$ cat config.mk
export PLATFORM = sky130hd
export DESIGN_NAME = chan_arb4
export DESIGN_NICKNAME = d
export VERILOG_FILES = /design/src/rtl/arb4_pkg.sv /design/src/rtl/arb4_rr_pick.sv /design/src/rtl/arb4_wt_pick.sv /design/src/rtl/chan_arb4.sv
export SDC_FILE = /design/constraint.sdc
export NUM_CORES = 1
export LEC_CHECK = 0
export BUFFER_PORTS_ARGS = -buffer_cell sky130_fd_sc_hd__buf_4
export CAP_MARGIN = 0
export CORE_ASPECT_RATIO = 1.1
export CORE_UTILIZATION = 45
export DETAILED_ROUTE_END_ITERATION = 16
export PLACE_DENSITY = 0.65
export RECOVER_POWER = 25
export SYNTH_ARGS = -nofsm -noshare
export SYNTH_HDL_FRONTEND = slang
export SYNTH_SLANG_ARGS = --single-unit
$ cat constraint.sdc
create_clock -name clk -period 4.5 [get_ports clk]
set_input_delay 0.9 -clock clk [delete_from_list [all_inputs] [get_ports clk]]
set_output_delay 0.9 -clock clk [all_outputs]
set_load 0.01 [all_outputs]
$ cat src/rtl/arb4_pkg.sv
package arb4_pkg;
    localparam int NCH   = 4;
    localparam int PTR_W = $clog2(NCH);
    localparam int NPROM = 2;   // channels 3 and 4 carry loss counters

    function automatic logic [PTR_W-1:0] oh_to_idx(input logic [NCH-1:0] oh);
        logic [PTR_W-1:0] idx;
        idx = '0;
        for (int i = 0; i < NCH; i++) begin
            if (oh[i]) idx = PTR_W'(i);
        end
        return idx;
    endfunction
endpackage

$ cat src/rtl/arb4_rr_pick.sv
module arb4_rr_pick
    import arb4_pkg::*;
(
    input  logic [NCH-1:0]   req,
    input  logic [PTR_W-1:0] last,
    output logic [NCH-1:0]   pick
);
    logic [PTR_W-1:0] idx;
    logic             found;

    always_comb begin
        pick  = '0;
        found = 1'b0;
        idx   = '0;
        for (int k = 1; k <= NCH; k++) begin
            idx = last + PTR_W'(k);
            if (!found && req[idx]) begin
                pick[idx] = 1'b1;
                found     = 1'b1;
            end
        end
    end
endmodule

$ cat src/rtl/arb4_wt_pick.sv
module arb4_wt_pick
    import arb4_pkg::*;
(
    input  logic [NCH-1:0] req,
    input  logic           prom3,
    input  logic           prom4,
    output logic [NCH-1:0] pick
);
    logic [NCH-1:0][PTR_W-1:0] rank;
    logic                      found;

    always_comb begin
        rank[0] = PTR_W'(0);
        unique case ({prom4, prom3})
            2'b01: begin rank[1] = PTR_W'(2); rank[2] = PTR_W'(1); rank[3] = PTR_W'(3); end
            2'b10: begin rank[1] = PTR_W'(3); rank[2] = PTR_W'(1); rank[3] = PTR_W'(2); end
            2'b11: begin rank[1] = PTR_W'(2); rank[2] = PTR_W'(3); rank[3] = PTR_W'(1); end
            default: begin rank[1] = PTR_W'(1); rank[2] = PTR_W'(2); rank[3] = PTR_W'(3); end
        endcase
        pick  = '0;
        found = 1'b0;
        for (int k = 0; k < NCH; k++) begin
            if (!found && req[rank[k]]) begin
                pick[rank[k]] = 1'b1;
                found         = 1'b1;
            end
        end
    end
endmodule

$ cat src/rtl/chan_arb4.sv
module chan_arb4
    import arb4_pkg::*;
#(
    parameter int CNT_W = 4
) (
    input  logic             clk,
    input  logic             rst_n,
    input  logic [3:0]       req,
    input  logic             done,
    input  logic [CNT_W-1:0] lim3,
    input  logic [CNT_W-1:0] lim4,
    output logic [3:0]       gnt
);
    localparam logic [CNT_W-1:0] CNT_MAX = {CNT_W{1'b1}};

    typedef struct packed {
        logic [NCH-1:0]              gnt;
        logic [PTR_W-1:0]            ptr;
        logic [NPROM-1:0][CNT_W-1:0] loss;
    } arb_st_t;

    arb_st_t st_d, st_q;

    logic [NPROM-1:0][CNT_W-1:0] lim_v;
    logic [NPROM-1:0]            prom;
    logic [NCH-1:0]              rr_pick, wt_pick, pick;
    logic                        idle, rr_mode;

    assign lim_v = {lim4, lim3};

    for (genvar i = 0; i < NPROM; i++) begin : g_prom
        assign prom[i] = (lim_v[i] != '0) && (st_q.loss[i] >= lim_v[i]);
    end

    arb4_rr_pick u_rr (
        .req  (req),
        .last (st_q.ptr),
        .pick (rr_pick)
    );

    arb4_wt_pick u_wt (
        .req   (req),
        .prom3 (prom[0]),
        .prom4 (prom[1]),
        .pick  (wt_pick)
    );

    always_comb begin
        st_d    = st_q;
        idle    = (st_q.gnt == '0) || done;
        rr_mode = (lim3 == '0) && (lim4 == '0);
        pick    = rr_mode ? rr_pick : wt_pick;
        if (idle) begin
            st_d.gnt = pick;
            if (pick != '0) begin
                st_d.ptr = oh_to_idx(pick);
                for (int i = 0; i < NPROM; i++) begin
                    if (rr_mode || pick[NCH-NPROM+i]) begin
                        st_d.loss[i] = '0;
                    end else if (req[NCH-NPROM+i] && st_q.loss[i] != CNT_MAX) begin
                        st_d.loss[i] = st_q.loss[i] + 1'b1;
                    end
                end
            end
        end
    end

    always_ff @(posedge clk) begin
        if (!rst_n) begin
            st_q.gnt  <= '0;
            st_q.ptr  <= PTR_W'(NCH-1);
            st_q.loss <= '0;
        end else begin
            st_q <= st_d;
        end
    end

    assign gnt = st_q.gnt;
endmodule

==> results of run 1 <==
==> how the worst max path moves through the flow <==
stage	endpoint	slack [ns]
floorplan	st_q[0]$_SDFFE_PN0P_	0.37
global placement	st_q[0]$_SDFFE_PN0P_	0.06
detailed placement	st_q[0]$_SDFFE_PN0P_	-0.16
CTS	st_q[0]$_SDFFE_PN0P_	0.09
global route	st_q[0]$_SDFFE_PN0P_	0.02
finish	st_q[0]$_SDFFE_PN0P_	0.25
==> state kept, by name, indices dropped and copies added (netlist names) <==
signal	flops
st_q	10
gnt	4
==> tightest hold or removal path, delay by kind of cell (launching register included) <==
kind	cells	cell delay, ns
DFF	1	0.32
AOI/OAI and AO/OA	1	0.07
and+or+nand+nor	1	0.05
==> routing by layer <==
| metal | vias up | routed length (µm) | global-route usage, % |
|---|---|---|---|
| li1 | 777 | - | - |
| met1 | 728 | 1700 | 23.7 |
| met2 | 26 | 2090 | 40.8 |
| met3 | 2 | 132 | 3.69 |
| met4 | 0 | 11 | 3.13 |
| met5 | - | 0 | 0 |
==> per-stage QoR <==
step	hold WS [ns]	TNS, ns	utilization, %
after global routing	0.535	0	51.7
final	0.487	0	51.7
after global placement	0.472	0	50.9
after detailed placement	0.482	-0.622	50.9
after CTS	0.490	0	52.0
after floorplan	0.454	0	-
==> cells by family after synthesis <==
kind of cell,after synthesis
flops,14
buf+inv,30
compound gates,55
fa+ha+maj,20
mux,10
simple gates,71
==> cell usage in the layout, fill, tap and decap left out, types with 3 or more instances in the layout <==
cell type,netlist,layout
sky130_fd_sc_hd__nand2b_1,4,4
sky130_fd_sc_hd__clkbuf_1,3,4
sky130_fd_sc_hd__nor4_1,3,3
sky130_fd_sc_hd__nand3_1,3,3
sky130_fd_sc_hd__ha_1,20,20
sky130_fd_sc_hd__nor2_1,9,9
sky130_fd_sc_hd__nand4_1,3,3
sky130_fd_sc_hd__o21ai_0,8,8
sky130_fd_sc_hd__a21oi_1,5,5
sky130_fd_sc_hd__clkbuf_8,0,3
sky130_fd_sc_hd__nand3b_1,3,3
sky130_fd_sc_hd__a22oi_1,3,3
sky130_fd_sc_hd__nand2_1,22,22
sky130_fd_sc_hd__a221o_1,3,3
sky130_fd_sc_hd__mux2i_1,3,3
sky130_fd_sc_hd__inv_1,20,20
sky130_fd_sc_hd__nor2b_1,8,8
sky130_fd_sc_hd__buf_4,4,17
sky130_fd_sc_hd__nor3_1,5,5
sky130_fd_sc_hd__dfxtp_1,14,14
sky130_fd_sc_hd__mux4_2,4,4
sky130_fd_sc_hd__a31oi_1,3,3
==> final cells by class <==
type / count / area share (%)
sequential: 14 / 14.8
multi-input combinational: 156 / 68.2
timing repair buffer: 21 / 7.54
clock buffer: 3 / 2.18
tap: 50 / 3.31
inverter: 20 / 3.97
==> power groups by stage <==
stage	Sequential [µW]	Clock (µW)	Combinational, µW
after floorplan	146	0	186
after global placement	151	0	217
after detailed placement	152	0	228
after CTS	149	103	228
after global routing	151	108	249
final	150	102	227
==> results.rst, run 1 <==
.. list-table::
   :header-rows: 1

   * - Metric
     - Value
   * - WL per Instance
     - 14.9 µm
   * - XOR/XNOR share of the synthesized area
     - 0%
   * - Area growth syn-to-layout
     - 10.3%
   * - Share of power burned in registers
     - 31.3%
   * - Post-Synth Adder-Cell Area
     - 14.6%
   * - Part of the total power dissipated in combinational logic
     - 47.5%
   * - Crit share post-route
     - 94.5%
   * - Net count of the mapped netlist
     - 235
   * - Critical Path Max Stage Delay
     - 0.57 ns
   * - Syn. warnings
     - 0
   * - Synthesized-area fraction occupied by and/or/nand/nor cells
     - 23.4%
   * - Number of iterations in the first detailed-routing pass
     - 4
   * - Count of input and output buffers
     - 18
   * - Area share of the largest cell type after synthesis
     - 16.4%
   * - Largest net degree at the start of global routing
     - 20
   * - Total power draw
     - 478 µW
   * - Count leader, synth
     - sky130_fd_sc_hd__nand2_1
   * - Number of library cell types mapped by synthesis
     - 59
   * - Remaining design rule violation count
     - 0
   * - Setup crit end kind
     - register
   * - CTS tree
     - built
   * - Power per cell area
     - 253 nW/µm²
   * - Number of enable-type register cells in the synthesized netlist
     - 0
   * - Slew at the pin closest to its max-slew limit
     - 0.693 ns
   * - Logic depth of the worst setup path including buffers
     - 15
   * - TritonCTS buffer count
     - 3
   * - # rows
     - 23
   * - Via density per instance
     - 5.81
   * - Library cell occupying the most area in the post-synthesis netlist
     - sky130_fd_sc_hd__dfxtp_1
   * - Switching Share
     - 38.2%
   * - Post-Syn Instances
     - 200
   * - Filler cell count
     - 357
   * - Standard cell with the maximum stage delay on the critical path
     - sky130_fd_sc_hd__mux4_2
   * - Async set-reset flop share out of synthesis
     - 0%
   * - Skew-Pair Late Insertion Delay
     - 0.24 ns
   * - Post-Route WL
     - 3940 µm
   * - Via count
     - 1,533
   * - Core area
     - 3650 µm²
   * - Fraction of final layout cells with drive strength greater than 1
     - 19.2%
   * - Setup bufs post-CTS
     - 0
   * - Hold Path Cell Cnt
     - 2
   * - Slew Limit Fails
     - 0
   * - Net switching power
     - 182 µW
   * - Element type at the critical path start
     - input port
   * - Cell Area, Placed
     - 1860 µm²
   * - Total Die Area
     - 4060 µm²
   * - Category of the most critical setup path
     - in -> reg
   * - Rel. slew slack
     - 53.7%
   * - Final standard cell count with taps included and fillers excluded
     - 264
   * - Main combinational cell family by area after synthesis
     - compound AO/OA/AOI/OAI gates
   * - Final Skew
     - 0.000829 ns
   * - Gr ovfl total
     - 0
   * - Result of the run
     - complete, no violations
   * - Ranking of synthesized cells by instance count
     - sky130_fd_sc_hd__nand2_1 (22), sky130_fd_sc_hd__ha_1 (20), sky130_fd_sc_hd__inv_1 (20), sky130_fd_sc_hd__dfxtp_1 (14), sky130_fd_sc_hd__nor2_1 (9)
   * - Clock period minus final worst setup slack
     - 4.25 ns
   * - Routability congestion estimate from global placement
     - 0.886
   * - ANT nets after route
     - 0
   * - Maximum count of clock buffers along a single path
     - 2
   * - Post-layout instance area
     - 1890 µm²
   * - Most used flip-flop cell after synthesis
     - sky130_fd_sc_hd__dfxtp_1
   * - Power share of the clock group
     - 21.3%
   * - Horiz. Die Dim
     - 60.8 µm
   * - Internal power
     - 296 µW
   * - Post-placement setup slack
     - -0.162 ns
   * - Post-layout net count
     - 251
   * - Worst r2r path cells
     - 14
   * - Dominant cells by area after synthesis
     - sky130_fd_sc_hd__dfxtp_1 (16%), sky130_fd_sc_hd__ha_1 (15%), sky130_fd_sc_hd__mux4_2 (5.3%)
   * - Crit Reg-Reg Startpoint
     - st_q[0]$_SDFFE_PN0P_
   * - CTS Hold Bufs
     - 0
   * - Share of the yosys chip area belonging to registers
     - 16.4%
   * - Vertical extent of the die
     - 66.7 µm
   * - Unrepaired setup endpoints after global routing
     - no
   * - CTS sink cnt
     - 14
   * - Seq cells post-synth
     - 14
   * - I/O pin total
     - 19
   * - Worst hold-check path type
     - reg -> reg
   * - Worst flop-to-flop path endpoint
     - st_q[0]$_SDFFE_PN0P_
   * - Clock H-tree levels
     - 1
   * - Root buffer selected by CTS
     - sky130_fd_sc_hd__clkbuf_8
   * - Number of maximum-capacitance violations
     - 0
   * - Crit path setup slack, layout
     - 0.249 ns
   * - Gates resized, CTS repair
     - 0
   * - Clock-pin slew reported for the worst setup and hold paths after clock tree synthesis
     - 0.06 ns
   * - Antenna violations before repair
     - 0
   * - Launching instance or port of the critical path
     - lim3[3]
   * - Post-placement cell count
     - 261
   * - Delay-heaviest family, CP
     - compound AO/OA/AOI/OAI gates
   * - Arrival @ worst endpoint
     - 4.36 ns
   * - Initial Utilization
     - 46.9%
   * - Via count of the first global-routing pass
     - 1,515
   * - Required time at the endpoint of the critical path
     - 4.61 ns
   * - Number of endpoints failing setup at the final stage
     - 0
   * - Number of buffer and inverter instances along the worst setup path
     - 2
   * - Netlist Area Pre-Place
     - 1710 µm²
   * - Area of all sequential standard cells
     - 280 µm²
   * - Largest driver fanout on the critical path
     - 8
   * - Detailed placement HPWL
     - 3150 µm
   * - Global-route wire length before repair
     - 6470 µm
   * - Leakage component of the power
     - 0.000809 µW
   * - Cells traversed along the worst timing path
     - buf_4 > inv_1 > ha_1 > o21ai_0 > a21o_1 > nand2b_1 > ha_1 > mux4_2 > mux2_2 > o2111ai_1 > o211a_1 > a31oi_2 > nor3_4 > nor3_1 > o22ai_1
   * - Maximum clock frequency
     - 0.235 GHz
   * - Iter 0 DRT Violations
     - 48
   * - Peak supply drop
     - 222 µV
   * - Synthesized-area fraction occupied by ao, oa, aoi and oai cells
     - 27.1%
   * - Multi-input logic area
     - 1290 µm²
   * - Worst reg-to-reg setup slack
     - 0.56 ns
   * - Top cell by count, worst path
     - sky130_fd_sc_hd__ha_1
   * - Syn Area/Cell
     - 8.57 µm²
   * - Startpoint of the worst hold path
     - gnt[2]$_SDFFE_PN0N_
   * - Tot GR Track Use
     - 21.1%
   * - Diode count
     - 0
   * - End point of the most critical hold path
     - gnt[2]$_SDFFE_PN0N_
   * - Hold violation count in the final report
     - 0
   * - Mux contribution to synthesized area
     - 9.85%
(Power assumes the default switching activity.)
==> inputs of run 2 (changes only) <==
- CTS_BUF_LIST: default -> sky130_fd_sc_hd__clkbuf_4
==> run 2 against run 1 <==
- combinational power hardly changed
- register-to-register slack worse by 0.06 ns
- die area stayed put
- worst setup slack worse by 0.031 ns
- sequential share of layout area is 0.15 points higher
- critical path type unchanged
==> results.rst, run 2 (synthesized netlist as in run 1, its figures left out) <==
.. list-table::
   :header-rows: 1

   * - Metric
     - Value
   * - Post-placement setup slack
     - -0.162 ns
   * - Iter 0 DRT Violations
     - 40
   * - Unrepaired setup endpoints after global routing
     - no
   * - Slew Limit Fails
     - 0
   * - Detailed placement HPWL
     - 3150 µm
   * - Total Die Area
     - 4060 µm²
   * - Gr ovfl total
     - 0
   * - Initial Utilization
     - 46.9%
   * - Post-layout utilization of the core
     - 51.2%
   * - Most flops, register
     - st_q
   * - Hold violation count in the final report
     - 0
   * - Cell Area, Placed
     - 1860 µm²
   * - Routability congestion estimate from global placement
     - 0.886
   * - Clock period minus final worst setup slack
     - 4.28 ns
   * - Element type at the critical path start
     - input port
   * - Top cell by count, worst path
     - sky130_fd_sc_hd__ha_1
   * - Worst hold slack after final layout
     - 0.489 ns
   * - Category of the most critical setup path
     - in -> reg
   * - WL per Instance
     - 14.8 µm
   * - Skew-Pair Late Insertion Delay
     - 0.28 ns
   * - Via density per instance
     - 5.77
   * - Leakage component of the power
     - 0.000801 µW
   * - Count of input and output buffers
     - 18
   * - Worst hold-check path type
     - reg -> reg
   * - Setup crit end kind
     - register
   * - Tot GR Track Use
     - 21.1%
   * - ANT nets after route
     - 0
   * - Filler cell count
     - 363
   * - Post-Route WL
     - 3910 µm
   * - Gates resized, CTS repair
     - 0
   * - Number of buffer and inverter instances along the worst setup path
     - 2
   * - Critical Path Max Stage Delay
     - 0.50 ns
   * - Post-layout instance area
     - 1870 µm²
   * - Required time at the endpoint of the critical path
     - 4.65 ns
   * - Power share of the clock group
     - 15.8%
   * - Power per cell area
     - 238 nW/µm²
   * - TritonCTS buffer count
     - 3
   * - Number of endpoints failing setup at the final stage
     - 0
   * - Clock-pin slew reported for the worst setup and hold paths after clock tree synthesis
     - 0.08 ns
   * - Peak supply drop
     - 159 µV
   * - Core area
     - 3650 µm²
   * - Result of the run
     - complete, no violations
   * - Part of the total power dissipated in combinational logic
     - 50.8%
   * - Largest net degree at the start of global routing
     - 20
   * - Antenna violations before repair
     - 0
   * - CTS tree
     - built
   * - Rel. slew slack
     - 53.6%
   * - Maximum count of clock buffers along a single path
     - 2
   * - Maximum clock frequency
     - 0.234 GHz
   * - Diode count
     - 0
   * - Cells traversed along the worst timing path
     - buf_4 > inv_1 > ha_1 > o21ai_0 > a21o_1 > nand2b_1 > ha_1 > mux4_2 > mux2_2 > o2111ai_1 > o211a_1 > a31oi_2 > nor3_4 > nand4b_1 > o22ai_1
   * - Arrival @ worst endpoint
     - 4.43 ns
   * - Area growth syn-to-layout
     - 9.20%
   * - Number of flip-flops in the largest register
     - 10
   * - Largest regs
     - st_q x10, gnt x4
   * - Worst reg-to-reg setup slack
     - 0.50 ns
   * - Via count of the first global-routing pass
     - 1,511
   * - Number of maximum-capacitance violations
     - 0
   * - Clock H-tree levels
     - 1
   * - Standard cell with the maximum stage delay on the critical path
     - sky130_fd_sc_hd__mux4_2
   * - Total power draw
     - 446 µW
   * - Largest driver fanout on the critical path
     - 8
   * - Internal power
     - 267 µW
   * - Post-layout net count
     - 251
   * - Fraction of final layout cells with drive strength greater than 1
     - 19.2%
   * - CTS Hold Bufs
     - 0
   * - Crit path setup slack, layout
     - 0.218 ns
   * - Top library cells by usage in the layout, fill and taps aside
     - sky130_fd_sc_hd__nand2_1 (22), sky130_fd_sc_hd__inv_1 (20), sky130_fd_sc_hd__ha_1 (20), sky130_fd_sc_hd__buf_4 (17), sky130_fd_sc_hd__dfxtp_1 (14)
   * - Delay-heaviest family, CP
     - compound AO/OA/AOI/OAI gates
   * - Remaining design rule violation count
     - 0
   * - Global-route wire length before repair
     - 6470 µm
   * - Vertical extent of the die
     - 66.7 µm
   * - Net switching power
     - 179 µW
   * - Slew at the pin closest to its max-slew limit
     - 0.694 ns
   * - Setup bufs post-CTS
     - 0
   * - Final Skew
     - 0.00467 ns
   * - # rows
     - 23
   * - Crit share post-route
     - 95.2%
   * - Via count
     - 1,523
   * - CTS sink cnt
     - 14
   * - Horiz. Die Dim
     - 60.8 µm
   * - I/O pin total
     - 19
   * - Share of power burned in registers
     - 33.4%
   * - Switching Share
     - 40.1%
   * - Number of iterations in the first detailed-routing pass
     - 4
   * - Root buffer selected by CTS
     - sky130_fd_sc_hd__clkbuf_4
   * - Commonest non-fill, non-tap cell in the layout
     - sky130_fd_sc_hd__nand2_1
-- run 2: cell counts in the layout (fill, tap and decap cells not counted) --
Identical to the previous run, type by type.
-- run 2: final cells by class --
class	count	area, µm²	share of cell area [%]
clock buffers	3	22.5	1.20
inverters	20	75.1	4.01
well taps	50	62.6	3.34
flip-flops and latches	14	280	15.0
repair buffers	21	143	7.62
multi-input cells	156	1290	68.9
-- run 2: worst min-delay path, delay by kind of cell (launching register included) --
kind,cells,cell delay [ns]
AND/OR/NAND/NOR,1,0.05
AO/OA/AOI/OAI,1,0.07
flip-flops,1,0.33
-- run 2: through the flow --
stage	std cells	TNS (ns)
after floorplan	200	0
after global placement	261	0
after detailed placement	261	-0.622
after CTS	264	0
after global routing	264	0
final	264	0
-- run 2: routing by layer --
metal  part of all wire, %  up-vias  GRT usage (%)
met5                     0        -              0
met4                  0.26        0           3.13
met3                   2.5        2           3.69
met2                    53       17           40.5
met1                    44      726           23.9
li1                      -      778              -
-- run 2: power groups by stage --
stage / logic [µW] / clock network (µW) / registers [µW]
5_1_grt: 249 / 76.9 / 151
2_1_floorplan: 186 / 0 / 146
3_3_place_gp: 217 / 0 / 151
4_1_cts: 228 / 71.9 / 149
6_report: 227 / 70.5 / 149
3_5_place_dp: 228 / 0 / 152
-- run 2: final timing paths --
kind                                           start                    to  cells after the start
worst min register to register   gnt[2]$_SDFFE_PN0N_   gnt[2]$_SDFFE_PN0N_                      2
worst max-delay path                         lim3[2]  st_q[0]$_SDFFE_PN0P_                     15
worst min-delay path             gnt[2]$_SDFFE_PN0N_   gnt[2]$_SDFFE_PN0N_                      2
worst max register to register  st_q[0]$_SDFFE_PN0P_  st_q[0]$_SDFFE_PN0P_                     14
